$ cat src/rtl/sdram_cmd_pkg.sv
// Shared types and field positions for the SDRAM command issue engine.
// Assumes exactly two chip-select banks, selected by two command bits.
package sdram_cmd_pkg;

    localparam int NUM_CS        = 2;
    localparam int TIM_FIELD_W   = 4;
    localparam int CMD_MODE_LSB  = 0;
    localparam int CMD_TGT2_BIT  = 3;
    localparam int CMD_TGT1_BIT  = 4;
    localparam int CMD_REP_LSB   = 5;
    localparam int CMD_REP_W     = 4;
    localparam int CMD_PAY_LSB   = 9;
    localparam int STAT_BUSY_BIT = 5;

    typedef enum logic [2:0] {
        MODE_NORMAL   = 3'd0,
        MODE_CLK_ON   = 3'd1,
        MODE_PRE_ALL  = 3'd2,
        MODE_AREF     = 3'd3,
        MODE_LOAD_MR  = 3'd4,
        MODE_SELF_REF = 3'd5,
        MODE_PWR_DOWN = 3'd6,
        MODE_RSVD     = 3'd7
    } sd_mode_e;

    // Strobe triple, order ras_n, cas_n, we_n.
    typedef struct packed {
        logic ras_n;
        logic cas_n;
        logic we_n;
    } sd_pins_t;

    localparam sd_pins_t PINS_NOP  = 3'b111;
    localparam sd_pins_t PINS_PRE  = 3'b010;
    localparam sd_pins_t PINS_AREF = 3'b001;
    localparam sd_pins_t PINS_LMR  = 3'b000;

    // Timing register image, bits [27:0]; tmrd sits in the low nibble.
    typedef struct packed {
        logic [TIM_FIELD_W-1:0] trcd;
        logic [TIM_FIELD_W-1:0] trp;
        logic [TIM_FIELD_W-1:0] twr;
        logic [TIM_FIELD_W-1:0] trc;
        logic [TIM_FIELD_W-1:0] tras;
        logic [TIM_FIELD_W-1:0] txsr;
        logic [TIM_FIELD_W-1:0] tmrd;
    } sd_timing_t;

endpackage

$ cat src/rtl/sdram_cmd_decode.sv
// Command decoder: maps a mode code to its pin pattern, its wait count
// and its effect on CKE. Purely combinational; assumes the timing image
// is already registered.
module sdram_cmd_decode
    import sdram_cmd_pkg::*;
(
    input  sd_mode_e               mode,
    input  sd_timing_t             tim,
    output logic [TIM_FIELD_W-1:0] wait_cnt,
    output sd_pins_t               pins,
    output logic                   issue,
    output logic                   cke_set,
    output logic                   cke_clr
);

    logic unused_tim;
    assign unused_tim = ^{tim.twr, tim.trcd};

    // Per-mode table of wait, strobes and CKE action.
    always_comb begin
        wait_cnt = '0;
        pins     = PINS_NOP;
        issue    = 1'b0;
        cke_set  = 1'b0;
        cke_clr  = 1'b0;
        case (mode)
            MODE_NORMAL: begin
                wait_cnt = tim.txsr;
                cke_set  = 1'b1;
            end
            MODE_CLK_ON: cke_set = 1'b1;
            MODE_PRE_ALL: begin
                wait_cnt = tim.trp;
                pins     = PINS_PRE;
                issue    = 1'b1;
            end
            MODE_AREF: begin
                wait_cnt = tim.trc;
                pins     = PINS_AREF;
                issue    = 1'b1;
            end
            MODE_LOAD_MR: begin
                wait_cnt = tim.tmrd;
                pins     = PINS_LMR;
                issue    = 1'b1;
            end
            MODE_SELF_REF: begin
                wait_cnt = tim.tras;
                pins     = PINS_AREF;
                issue    = 1'b1;
                cke_clr  = 1'b1;
            end
            MODE_PWR_DOWN: cke_clr = 1'b1;
            default: ;
        endcase
    end

endmodule

$ cat src/rtl/sdram_refresh_timer.sv
// Refresh interval counter: while run is high it counts down from the
// reload value and pulses tick for one cycle when it reaches zero, then
// reloads. While run is low it stays preloaded, so the first tick comes
// reload+1 cycles after run rises.
module sdram_refresh_timer #(
    parameter int CNT_W = 13
) (
    input  logic             clk,
    input  logic             rst_n,
    input  logic             run,
    input  logic [CNT_W-1:0] reload,
    output logic             tick
);

    logic [CNT_W-1:0] cnt_q;

    assign tick = run && (cnt_q == '0);

    // Down-count while running, reload on expiry or when stopped.
    always_ff @(posedge clk) begin
        if (!rst_n) begin
            cnt_q <= '1;
        end else if (!run || cnt_q == '0) begin
            cnt_q <= reload;
        end else begin
            cnt_q <= cnt_q - 1'b1;
        end
    end

    assert_reload_after_tick_R10: assert property (@(posedge clk) disable iff (!rst_n)
        (run && cnt_q == '0) |=> (cnt_q == $past(reload)));

endmodule

$ cat src/rtl/sdram_cmd_seq.sv
// Command sequencer: accepts a command word when idle, drives it on the
// pins for one cycle, holds busy for the decoded wait, repeats auto-refresh
// as requested and inserts timer refreshes for banks in normal mode.
// Assumes ADDR_W is at least 11 (A10) and at most 23 (payload width).
module sdram_cmd_seq
    import sdram_cmd_pkg::*;
#(
    parameter int ADDR_W = 13
) (
    input  logic              clk,
    input  logic              rst_n,
    input  logic              cmd_wr,
    input  logic [31:0]       cmd_wdata,
    input  sd_timing_t        tim,
    input  logic              ref_tick,
    output logic              busy,
    output logic              cke,
    output logic [NUM_CS-1:0] cs_n,
    output sd_pins_t          pins,
    output logic [ADDR_W-1:0] addr,
    output logic [NUM_CS-1:0] en_mask
);

    localparam int A10 = 10;

    typedef enum logic {ST_IDLE, ST_WAIT} seq_st_e;

    seq_st_e                st_q;
    sd_mode_e               cur_mode;
    logic [NUM_CS-1:0]      cur_tgt;
    logic [CMD_REP_W-1:0]   rep_q;
    logic [TIM_FIELD_W-1:0] cnt_q;
    logic                   pend_q;

    sd_mode_e               wr_mode;
    logic [NUM_CS-1:0]      wr_tgt;
    logic [CMD_REP_W-1:0]   wr_rep;
    logic [ADDR_W-1:0]      wr_pay;
    logic [ADDR_W-1:0]      pre_addr;
    logic                   accept;
    sd_mode_e               dec_mode;
    logic [TIM_FIELD_W-1:0] dec_wait;
    sd_pins_t               dec_pins;
    logic                   dec_issue;
    logic                   dec_cke_set;
    logic                   dec_cke_clr;
    logic                   unused_cmd;

    assign wr_mode    = sd_mode_e'(cmd_wdata[CMD_MODE_LSB +: 3]);
    assign wr_tgt     = {cmd_wdata[CMD_TGT2_BIT], cmd_wdata[CMD_TGT1_BIT]};
    assign wr_rep     = cmd_wdata[CMD_REP_LSB +: CMD_REP_W];
    assign wr_pay     = cmd_wdata[CMD_PAY_LSB +: ADDR_W];
    assign unused_cmd = ^cmd_wdata[31:CMD_PAY_LSB+ADDR_W];
    assign accept     = (st_q == ST_IDLE) && cmd_wr;
    assign dec_mode   = accept ? wr_mode : MODE_AREF;

    // Address pattern for precharge-all: only A10 set.
    always_comb begin
        pre_addr      = '0;
        pre_addr[A10] = 1'b1;
    end

    sdram_cmd_decode u_decode (
        .mode     (dec_mode),
        .tim      (tim),
        .wait_cnt (dec_wait),
        .pins     (dec_pins),
        .issue    (dec_issue),
        .cke_set  (dec_cke_set),
        .cke_clr  (dec_cke_clr)
    );

    // Sequencer state, pin registers, CKE, bank enables and pending refresh.
    always_ff @(posedge clk) begin
        if (!rst_n) begin
            st_q     <= ST_IDLE;
            cur_mode <= MODE_NORMAL;
            cur_tgt  <= '0;
            rep_q    <= '0;
            cnt_q    <= '0;
            pend_q   <= 1'b0;
            busy     <= 1'b0;
            cke      <= 1'b0;
            cs_n     <= '1;
            pins     <= PINS_NOP;
            addr     <= '0;
            en_mask  <= '0;
        end else begin
            cs_n <= '1;
            pins <= PINS_NOP;
            addr <= '0;
            if (ref_tick) pend_q <= 1'b1;
            case (st_q)
                ST_IDLE: begin
                    if (accept) begin
                        cur_mode <= wr_mode;
                        cur_tgt  <= wr_tgt;
                        rep_q    <= (wr_mode == MODE_AREF) ? wr_rep : '0;
                        cnt_q    <= dec_wait;
                        busy     <= 1'b1;
                        st_q     <= ST_WAIT;
                        if (dec_issue) begin
                            pins <= dec_pins;
                            cs_n <= ~wr_tgt;
                            if (wr_mode == MODE_PRE_ALL) addr <= pre_addr;
                            if (wr_mode == MODE_LOAD_MR) addr <= wr_pay;
                        end
                        if (dec_cke_set) cke <= 1'b1;
                        if (dec_cke_clr) cke <= 1'b0;
                        if (wr_mode == MODE_NORMAL) en_mask <= en_mask | wr_tgt;
                        if (wr_mode == MODE_SELF_REF || wr_mode == MODE_PWR_DOWN)
                            en_mask <= en_mask & ~wr_tgt;
                    end else if ((pend_q || ref_tick) && en_mask != '0) begin
                        cur_mode <= MODE_AREF;
                        cur_tgt  <= en_mask;
                        rep_q    <= '0;
                        cnt_q    <= dec_wait;
                        busy     <= 1'b1;
                        st_q     <= ST_WAIT;
                        pins     <= PINS_AREF;
                        cs_n     <= ~en_mask;
                        pend_q   <= 1'b0;
                    end else if (en_mask == '0) begin
                        pend_q <= 1'b0;
                    end
                end
                ST_WAIT: begin
                    if (cnt_q != '0) begin
                        cnt_q <= cnt_q - 1'b1;
                    end else if (rep_q != '0) begin
                        rep_q <= rep_q - 1'b1;
                        cnt_q <= dec_wait;
                        pins  <= PINS_AREF;
                        cs_n  <= ~cur_tgt;
                    end else begin
                        busy <= 1'b0;
                        st_q <= ST_IDLE;
                    end
                end
                default: st_q <= ST_IDLE;
            endcase
        end
    end

    assert_busy_covers_cmd_R4: assert property (@(posedge clk) disable iff (!rst_n)
        (cs_n != '1) |-> busy);

    assert_write_ignored_R8: assert property (@(posedge clk) disable iff (!rst_n)
        (busy && cmd_wr) |=> ($stable(cur_mode) && $stable(cur_tgt) && $stable(cke)));

    assert_clk_start_cke_R7: assert property (@(posedge clk) disable iff (!rst_n)
        (accept && wr_mode == MODE_CLK_ON) |=> cke);

    assert_repeat_only_aref_R5: assert property (@(posedge clk) disable iff (!rst_n)
        (rep_q != '0) |-> (cur_mode == MODE_AREF));

    assert_precharge_a10_R2: assert property (@(posedge clk) disable iff (!rst_n)
        (pins == PINS_PRE && cs_n != '1) |-> addr[A10]);

endmodule

$ cat src/rtl/sdram_cmd_engine.sv
// Top level of the SDRAM command issue engine: holds the timing and
// refresh registers, runs the refresh timer while any bank is in normal
// mode and drives the SDRAM control pins from the sequencer.
// Assumes the write strobes are single-cycle and synchronous to clk.
module sdram_cmd_engine
    import sdram_cmd_pkg::*;
#(
    parameter int ADDR_W = 13,
    parameter int REF_W  = 13
) (
    input  logic              clk,
    input  logic              rst_n,
    input  logic              cmd_wr,
    input  logic [31:0]       cmd_wdata,
    input  logic              tim_wr,
    input  logic [31:0]       tim_wdata,
    input  logic              rfr_wr,
    input  logic [31:0]       rfr_wdata,
    output logic [31:0]       stat_rdata,
    output logic              sd_cke,
    output logic [1:0]        sd_cs_n,
    output logic              sd_ras_n,
    output logic              sd_cas_n,
    output logic              sd_we_n,
    output logic [ADDR_W-1:0] sd_addr
);

    localparam int TIM_W = $bits(sd_timing_t);

    sd_timing_t        tim_q;
    logic [REF_W-1:0]  rfr_q;
    logic              ref_tick;
    logic              busy;
    sd_pins_t          pins;
    logic [NUM_CS-1:0] en_mask;
    logic              unused_bits;

    assign unused_bits = ^{tim_wdata[31:TIM_W], rfr_wdata[0], rfr_wdata[31:REF_W+1]};

    // Software-written timing and refresh-count registers.
    always_ff @(posedge clk) begin
        if (!rst_n) begin
            tim_q <= '0;
            rfr_q <= '1;
        end else begin
            if (tim_wr) tim_q <= sd_timing_t'(tim_wdata[TIM_W-1:0]);
            if (rfr_wr) rfr_q <= rfr_wdata[1 +: REF_W];
        end
    end

    sdram_refresh_timer #(.CNT_W(REF_W)) u_timer (
        .clk    (clk),
        .rst_n  (rst_n),
        .run    (en_mask != '0),
        .reload (rfr_q),
        .tick   (ref_tick)
    );

    sdram_cmd_seq #(.ADDR_W(ADDR_W)) u_seq (
        .clk       (clk),
        .rst_n     (rst_n),
        .cmd_wr    (cmd_wr),
        .cmd_wdata (cmd_wdata),
        .tim       (tim_q),
        .ref_tick  (ref_tick),
        .busy      (busy),
        .cke       (sd_cke),
        .cs_n      (sd_cs_n),
        .pins      (pins),
        .addr      (sd_addr),
        .en_mask   (en_mask)
    );

    // Status word: busy flag only.
    always_comb begin
        stat_rdata                = '0;
        stat_rdata[STAT_BUSY_BIT] = busy;
    end

    assign sd_ras_n = pins.ras_n;
    assign sd_cas_n = pins.cas_n;
    assign sd_we_n  = pins.we_n;

    assert_no_refresh_when_disabled_R10: assert property (@(posedge clk) disable iff (!rst_n)
        (en_mask == '0) |-> !ref_tick);

endmodule

$ cat config.mk
export PLATFORM = sky130hd
export DESIGN_NAME = sdram_cmd_engine
export DESIGN_NICKNAME = d
export VERILOG_FILES = /design/src/rtl/sdram_cmd_pkg.sv /design/src/rtl/sdram_cmd_decode.sv /design/src/rtl/sdram_refresh_timer.sv /design/src/rtl/sdram_cmd_seq.sv /design/src/rtl/sdram_cmd_engine.sv
export SDC_FILE = /design/constraint.sdc
export NUM_CORES = 1
export LEC_CHECK = 0
export ABC_CLOCK_PERIOD_IN_PS = 2500
export BUFFER_PORTS_ARGS = -buffer_cell sky130_fd_sc_hd__buf_2
export CORE_ASPECT_RATIO = 0.7
export CORE_UTILIZATION = 25
export DETAILED_ROUTE_END_ITERATION = 7
export PLACE_DENSITY_LB_ADDON = 0.1
export SLEW_MARGIN = 30
export SYNTH_ARGS = -nofsm -noshare
export SYNTH_HDL_FRONTEND = slang
export SYNTH_SLANG_ARGS = --single-unit
export TNS_END_PERCENT = 1
$ cat constraint.sdc
create_clock -name clk -period 2.5 [get_ports clk]
set_input_delay 0 -clock clk [delete_from_list [all_inputs] [get_ports clk]]
set_output_delay 0 -clock clk [all_outputs]
set_load 0.02 [all_outputs]
* After elaboration in Yosys (flattened, before gate mapping)
Cells that the tools add are included.
** Word-level totals
- Bits in registers :: 80
- Latch bits :: 0
- Memory bits (writable) :: 0
- Memory bits (read-only) :: 0
- Input port bits :: 101
- Output and inout bits :: 51
- Word-level logic and storage cells :: 129
- Memories kept :: 0
** Cells by class
- $add $sub $neg :: 3
- Multipliers :: 0
- Divide/modulo/power cells :: 0
- Magnitude comparators :: 0
- Equality and inequality tests :: 16
- Shifts and indexed selects :: 0
- Muxes and demuxes :: 53
- Bitwise gates (word level) :: 9
- Reductions and logical operators :: 28
** Operator list (count)
- $mux 4 :: 9
- $mux 13 :: 2
- $pmux 4 s5 :: 1
- $eq 3x3->1 const B :: 6
- $mux 1 :: 18
- $mux 2 :: 9
- $mux 3 :: 6
- $pmux 4 s2 :: 2
- $logic_not 13->1 :: 1
- $sub 13x1->13 const B :: 1
- $eq 3x2->1 const B :: 4
- $reduce_and 3->1 :: 4
- $mux 11 :: 1
- $pmux 3 s3 :: 1
- $reduce_bool 2->1 :: 4
- $reduce_bool 4->1 :: 2
- $reduce_or 4->1 :: 2
- $sub 4x1->4 const B :: 2
- $logic_not 3->1 :: 2
- $ne 2x2->1 const B :: 3
- $not 2->2 :: 3
- $pmux 3 s2 :: 1
- $reduce_or 2->1 :: 3
- $not 1->1 :: 4
- 12 further kinds :: 18

* Depth between registers and ports, before layout
Gate-level depths: netlist (run 1).
- Depth after elaboration :: 9
- Depth in mapped cells :: 8
- Gate-level depth less buffers :: 7

* Cells and area by module
Synthesis (run 1) repeated with hierarchy kept, for this count alone.
** Second synthesis, totals
- Cells, all modules :: 449
- Area total of the unflattened synthesis :: 4344.2 µm²
** Modules (own cells, without submodules)
- sdram_cmd_engine :: instances 1, cells an instance 166, area an instance 1788.0 µm², seq. area each 820.8 µm²
- sdram_cmd_seq :: instances 1, cells an instance 171, area an instance 1557.7 µm², seq. area each 680.7 µm²
- sdram_refresh_timer :: instances 1, cells an instance 84, area an instance 769.5 µm², seq. area each 260.2 µm²
- sdram_cmd_decode :: instances 1, cells an instance 28, area an instance 229.0 µm², seq. area each 0.0 µm²

* Worst setup path before layout (run 1)
Ideal clock, no wire load.
- Path kind :: reg2reg
- Start :: reg u_seq.cnt_q[0]
- End :: reg u_seq.cnt_q[2]
- Library setup time :: 0.125 ns
- Arrival :: 1.652 ns
- Slack :: 0.723 ns
- Cell stages (with the launch flop) :: 9
- Period minus slack after synthesis :: 1.777 ns
- Path through :: dfxtp_1 inv_1 ha_1 or3b_1 and2_1 buf_6 a31o_2 a211oi_2 o22ai_1
** On the way
- Longest elaborated chain between the ends :: 3
** Ends and longest elaborated chain
- start: declaration :: RTL line sdram_cmd_seq.sv:32 : logic [TIM_FIELD_W-1:0] cnt_q;
- start signal: assignment :: RTL line sdram_cmd_seq.sv:99 : cnt_q <= dec_wait;
- start signal: assignment :: RTL line sdram_cmd_seq.sv:117 : cnt_q <= dec_wait;
- start signal: assignment :: RTL line sdram_cmd_seq.sv:129 : cnt_q <= cnt_q - 1'b1;
- $sub 4x1->4 or $reduce_bool 4->1 (tied branches) :: RTL line sdram_cmd_seq.sv:129, sdram_cmd_seq.sv:128
- $mux 4 or $ne 3x3->1 (tied branches)
- $pmux 4 s2 or $reduce_and 2->1 (tied branches)
Parallel ways exist; a longest one is shown, timed or not.
A chain may end at the register's enable or synchronous reset.

* Final worst setup path (run 1)
Same ends and word-level chain as after synthesis.

==> results.cfg, run 1 <==
[sta]
fin_setup_tns_ps = 0
grt_setup_unrepaired = no
worst_slack_ps = 424.4
max_freq_ghz = 0.4818
slew_viol_final = 0
finalCritPeriodShare_pct = 83.02
fin_crit_ps = 2076
setup_violations = 0
hold_violations = 0
hold_slack_ps = 53.51
relSlewSlack_pct = 51.54
skew_ps = 9.449
tightest_slew_ps = 719.2

[floorplanning]
dieWidth_um = 150.5
std_cell_rows = 37
die_h_um = 105.9
io_pins = 152
coreArea_um2 = 14860
dieArea_um2 = 15940
start_util_pct = 25.97

[outcome]
status = complete, no violations

[cts]
cts_made_buffers = 9
htreeDepth = 3
cts.sinks = 80
insertion_delay_ps = 330
cts_tree = yes
cts.path.max_buffers = 2
postCtsSetupBuffers = 0
clk_root_buffer_cell = clkbuf_16
cts.clk_slew.worst_paths_ps = 60

[power_and_ir_drop]
vdd_ir_drop_max_mv = 0.4371
power_mw = 3.456
cellPowerDensity_nw_per_um2 = 675.1
p_leak_nw = 2.293

[critical_path]
rr_startpoint = u_seq.cnt_q[0]
cp-start-kind = register
crit_path_top_delay_cell = or3b_1
r2r_cells = 7
cp_max_fo = 6
path_class = register to register
regToRegEndpoint = u_seq.cnt_q[2]
worstPathCellList = inv_1 -> ha_1 -> or3b_1 -> and2_1 -> a31o_2 -> a211oi_2 -> o22ai_1
worst_ep_required_time_ps = 2690
critPathMaxStageDelay_ps = 360
end_kind = register
r2r_setup_slack_ps = 420
cp.arrival_ps = 2270

[route]
drt-initial-drc-count = 138
wl_per_cell_um = 12.83
routed_wl_mm = 9.561
num_vias = 3180
antenna_left = 0
first_pass_iters = 4
post_drt_via_cell_ratio = 4.268
drc = 0

[logic_synthesis]
async_flop_share_pct = 0
yosys-top-cells-area = dfxtp_1, mux2i_1, buf_4
synth_area_um2 = 3859
yosys_register_bits = 80
synth_top_area_share_pct = 41.50
avgSynthCellArea_um2 = 9.079
yosysWarnings = 0
yosysUniqueCellTypes = 59
synth_largest_area_cell = dfxtp_1
synth_ff_type = dfxtp_1
synth_edf_count = 0
synthCells = 425
seq_area_frac_synth_pct = 41.50

[global_route]
grt_pass1_wl_mm = 15.75
overflow = 0
grt_usage_pct = 12.69
grt_max_degree = 36
grt_pass1_vias = 3085
antenna_found_initial = 0

[final_layout]
final_cell_mix = dfxtp_1, buf_2, nand2_1, dlygate4sd3_1, mux2i_1
syn_to_final_growth_pct = 32.68
final_common_cell = dfxtp_1
diodes = 0
nNetsFinal = 650
final_area_um2 = 5120
fin_cells = 745
fin_util_pct = 34.45
drive_gt1_share_pct = 21.82

[placed_design]
pre_cts_ws_ps = 448.7
gp_congestion = 0.7395
place_inst = 682
placed_area_um2 = 4322
place_hpwl_mm = 6.762
numPortBuffers = 79

[min_path]
min_from = cmd_wdata[8]
min_path_type = input port to register
min_path_cells = 4
holdPathEnd = u_seq.rep_q[3]

[flow_run]
cap_violations = 0
flip-flops by register name, indices dropped and copies added (netlist names), named ones only:
name	cells
u_seq.cnt_q	4
u_timer.cnt_q	13
u_seq.rep_q	4
u_seq.st_q	1
rfr_q	13
u_seq.busy	1
u_seq.pins	3
u_seq.cur_tgt	2
u_seq.cke	1
u_seq.cs_n	2
u_seq.addr	13
tim_q	20
u_seq.pend_q	1
routing by layer:
metal	vias to the layer above	routed length, um	GRT usage (%)
met3	6	543	4.249
met1	1454	5284	18.59
met2	76	3682	17.58
met5	-	0	0
met4	0	51	2.814
li1	1644	-	-
power breakdown:
group          internal, mW  switching [mW]  leakage [nW]
sequential             1.36          0.0681         0.657
combinational         0.281           0.341          1.49
clock                 0.874           0.532         0.148
total                  2.52           0.941          2.29
timing repair:
action | in CTS | in global routing
endpoints found under the hold margin | 48 | 0
gates resized for setup | 0 | 0
endpoints found under the setup margin | 0 | 0
hold buffers | 48 | 0
kinds of logic after synthesis:
logic type | Yosys count | share of synthesized area, %
DFF | 80 | 41.50
muxes | 40 | 10.51
AOI/OAI and AO/OA | 69 | 12.71
other | 1 | 0.09718
xor gates and xnor gates | 12 | 2.724
and+or+nand+nor | 157 | 21.66
buffers and inverters | 63 | 9.825
adders and majority gates | 3 | 0.9729
synthesized netlist by cell type, types with 2 or more instances:
| cell | instances |
|---|---|
| o21a_1 | 4 |
| o21ai_0 | 13 |
| a22o_1 | 5 |
| nor3b_1 | 2 |
| clkbuf_1 | 13 |
| buf_6 | 2 |
| and2_1 | 16 |
| o211ai_1 | 12 |
| inv_1 | 8 |
| dfxtp_1 | 80 |
| a21oi_1 | 10 |
| nor2b_1 | 25 |
| nor3_1 | 4 |
| a31oi_1 | 6 |
| and3_1 | 3 |
| nand4_1 | 4 |
| nand3_1 | 7 |
| nand2_1 | 57 |
| or2_2 | 2 |
| o31ai_1 | 2 |
| xnor2_1 | 6 |
| xor2_1 | 6 |
| buf_4 | 32 |
| nor4_1 | 2 |
| mux2_2 | 4 |
| mux2i_1 | 36 |
| buf_1 | 2 |
| nand2b_1 | 2 |
| ha_1 | 3 |
| buf_2 | 6 |
| nor2_1 | 23 |
final cells by class:
type                    instances  area (um^2)
fillers                      1525         9741
flip-flops and latches         80         1602
clock inverters                 6        92.59
multi-input cells             312         1991
well taps                     195        244.0
repair buffers                135        935.9
clock buffers                   9        225.2
inverters                       8        30.03
worst max-delay path, delay by kind of cell (launching register included):
kind	cells	cell delay, ps
flops	1	350
fa+ha+maj	1	190
simple gates	2	630
compound gates	3	710
buf+inv	1	70
how the worst max path moves through the flow:
stage | start | end | slack, ps | cells past startpoint
final | u_seq.cnt_q[0] | u_seq.cnt_q[2] | 420 | 7
after global routing | u_seq.cnt_q[0] | u_seq.cnt_q[2] | 310 | 7
after detailed placement | u_seq.cnt_q[0] | u_seq.cnt_q[2] | 450 | 7
after global placement | u_seq.cnt_q[0] | u_seq.cnt_q[2] | 500 | 7
after floorplan | u_seq.cnt_q[0] | u_seq.cnt_q[2] | 720 | 8
after CTS | u_seq.cnt_q[0] | u_seq.cnt_q[2] | 430 | 7
Note: power is estimated with default switching activity, not from simulation.
==> run 2, diff against run 1 <==
- ABC_CLOCK_PERIOD_IN_PS: 2500 -> 1900
- clock period: 2.5 -> 1.9 ns (I/O delays scaled with it)
==> run 2 against run 1 <==
Die area did not move. Clock skew is 2.5 ps lower. Maximum frequency rose by 14%. Register-to-register slack got worse by 350 ps. Worst hold slack improved by 0.76 ps. Sequential share of layout area is 1.1 points lower. Clock-buffer cell count increased by 1. Global-route usage up 0.56 points. Non-clock buffer count is 24 higher.
==> results.cfg, run 2 (same netlist as run 1, synthesis figures left out) <==
[sta]
finalCritPeriodShare_pct = 96.16
skew_ps = 6.953
setup_violations = 0
tightest_slew_ps = 682.5
relSlewSlack_pct = 54.02
slew_viol_final = 0
grt_setup_unrepaired = yes
max_freq_ghz = 0.5473
hold_slack_ps = 54.27
fin_setup_tns_ps = 0
hold_violations = 0
worst_slack_ps = 72.88
fin_crit_ps = 1827

[global_route]
overflow = 0
grt_max_degree = 29
antenna_found_initial = 0
grt_usage_pct = 13.25
grt_pass1_wl_mm = 16.34
grt_pass1_vias = 3266

[final_layout]
top_register = tim_q
final_cell_mix = dfxtp_1, buf_2, nand2_1, dlygate4sd3_1, mux2i_1
nFillCells = 1571
diodes = 0
final_area_um2 = 5305
fin_cells = 770
drive_gt1_share_pct = 25.74
final_common_cell = dfxtp_1
nNetsFinal = 674
syn_to_final_growth_pct = 37.48
largest_register_ffs = 20

[placed_design]
pre_cts_ws_ps = 14.32
place_hpwl_mm = 7.100
place_inst = 705
placed_area_um2 = 4494
numPortBuffers = 79
gp_congestion = 0.7477

[route]
wl_met3_um = 535
post_drt_via_cell_ratio = 4.230
antenna_left = 0
wl_per_cell_um = 12.84
top_layer = met4
wl_met2_mm = 3.917
drc = 0
first_pass_iters = 4
routed_wl_mm = 9.888
num_vias = 3257
drt-initial-drc-count = 104
drt-met1-wl_mm = 5.360

[cts]
cts.path.max_buffers = 2
clk_root_buffer_cell = clkbuf_16
cts_tree = yes
htreeDepth = 3
cts_made_buffers = 9
insertion_delay_ps = 340
postCtsSetupBuffers = 0
cts.sinks = 80
cts.clk_slew.worst_paths_ps = 60

[critical_path]
worst_ep_required_time_ps = 2110
cp-start-kind = register
r2r_setup_slack_ps = 70
cp_max_fo = 5
rr_startpoint = u_seq.cnt_q[0]
end_kind = register
cp.arrival_ps = 2040
path_class = register to register
regToRegEndpoint = u_seq.cnt_q[2]
r2r_cells = 7

[min_path]
min_path_cells = 4
min_path_type = input port to register
min_from = cmd_wdata[6]
holdPathEnd = u_seq.rep_q[1]

[power_and_ir_drop]
vdd_ir_drop_max_mv = 0.4234
cellPowerDensity_nw_per_um2 = 853.5
p_leak_nw = 2.424

[flow_run]
cap_violations = 0

[floorplanning]
start_util_pct = 25.97
std_cell_rows = 37
die_h_um = 105.9
io_pins = 152
dieWidth_um = 150.5
coreArea_um2 = 14860
dieArea_um2 = 15940

[outcome]
status = complete, no violations
-- run 2: cell types whose count changed in the layout (fill, tap and decap cells not counted), sizes merged --
cell / delta
clkinvlp: -1
buf: +23
bufinv: -1
clkinv: +2
clkbuf: +1
dlygate4sd3: +1
-- run 2: what timing repair did --
item	CTS	global route
setup endpoints to repair	1	24
hold buffers	49	0
resized for setup	1	9
hold endpoints to repair	50	0
-- run 2: per-layer routing --
layer	global-route usage, %	vias up
met2	18.73	81
met3	3.906	5
met1	19.07	1474
met4	3.896	0
li1	-	1697
met5	0	-
-- run 2: cell type report --
cell class / count / area (um^2) / area share, %
flip-flops and latches: 80 / 1602 / 30.19
multi-input cells: 312 / 2013 / 37.95
clock buffers: 10 / 229.0 / 4.316
well taps: 195 / 244.0 / 4.599
repair buffers: 159 / 1119 / 21.08
inverters: 8 / 30.03 / 0.5660
clock inverters: 6 / 68.82 / 1.297
-- run 2: worst max path at each step --
stage,startpoint,to,cells past startpoint
2_1_floorplan,u_seq.cnt_q[0],u_seq.cnt_q[2],8
3_3_place_gp,u_seq.cnt_q[0],u_seq.pins[1],8
3_5_place_dp,u_seq.cnt_q[0],u_seq.pins[1],8
4_1_cts,u_seq.cnt_q[0],u_seq.pins[1],8
5_1_grt,u_timer.cnt_q[0],u_seq.pins[2],8
6_report,u_seq.cnt_q[0],u_seq.cnt_q[2],7
-- run 2: worst max-delay path, cell delays in order (launching register included) --
cell and delay [ps]:
dfxtp_1 310, inv_1 60, ha_1 160, or3b_1 370, and2_4 200, a31o_2 220, a211oi_2 270, o22ai_1 120
-- run 2: power by group --
part	switching, mW	total [mW]	internal (mW)	leakage, nW
sequential	0.0787	1.87	1.79	0.657
combinational	0.480	0.920	0.441	1.62
clock	0.714	1.74	1.03	0.143
-- run 2: per-stage QoR --
| stage | utilization, % | power (mW) |
|---|---|---|
| floorplan | - | 2.493 |
| global placement | 30.24 | 2.731 |
| detailed placement | 30.24 | 2.737 |
| CTS | 35.59 | 4.586 |
| global route | 35.70 | 4.786 |
| finish | 35.70 | 4.528 |
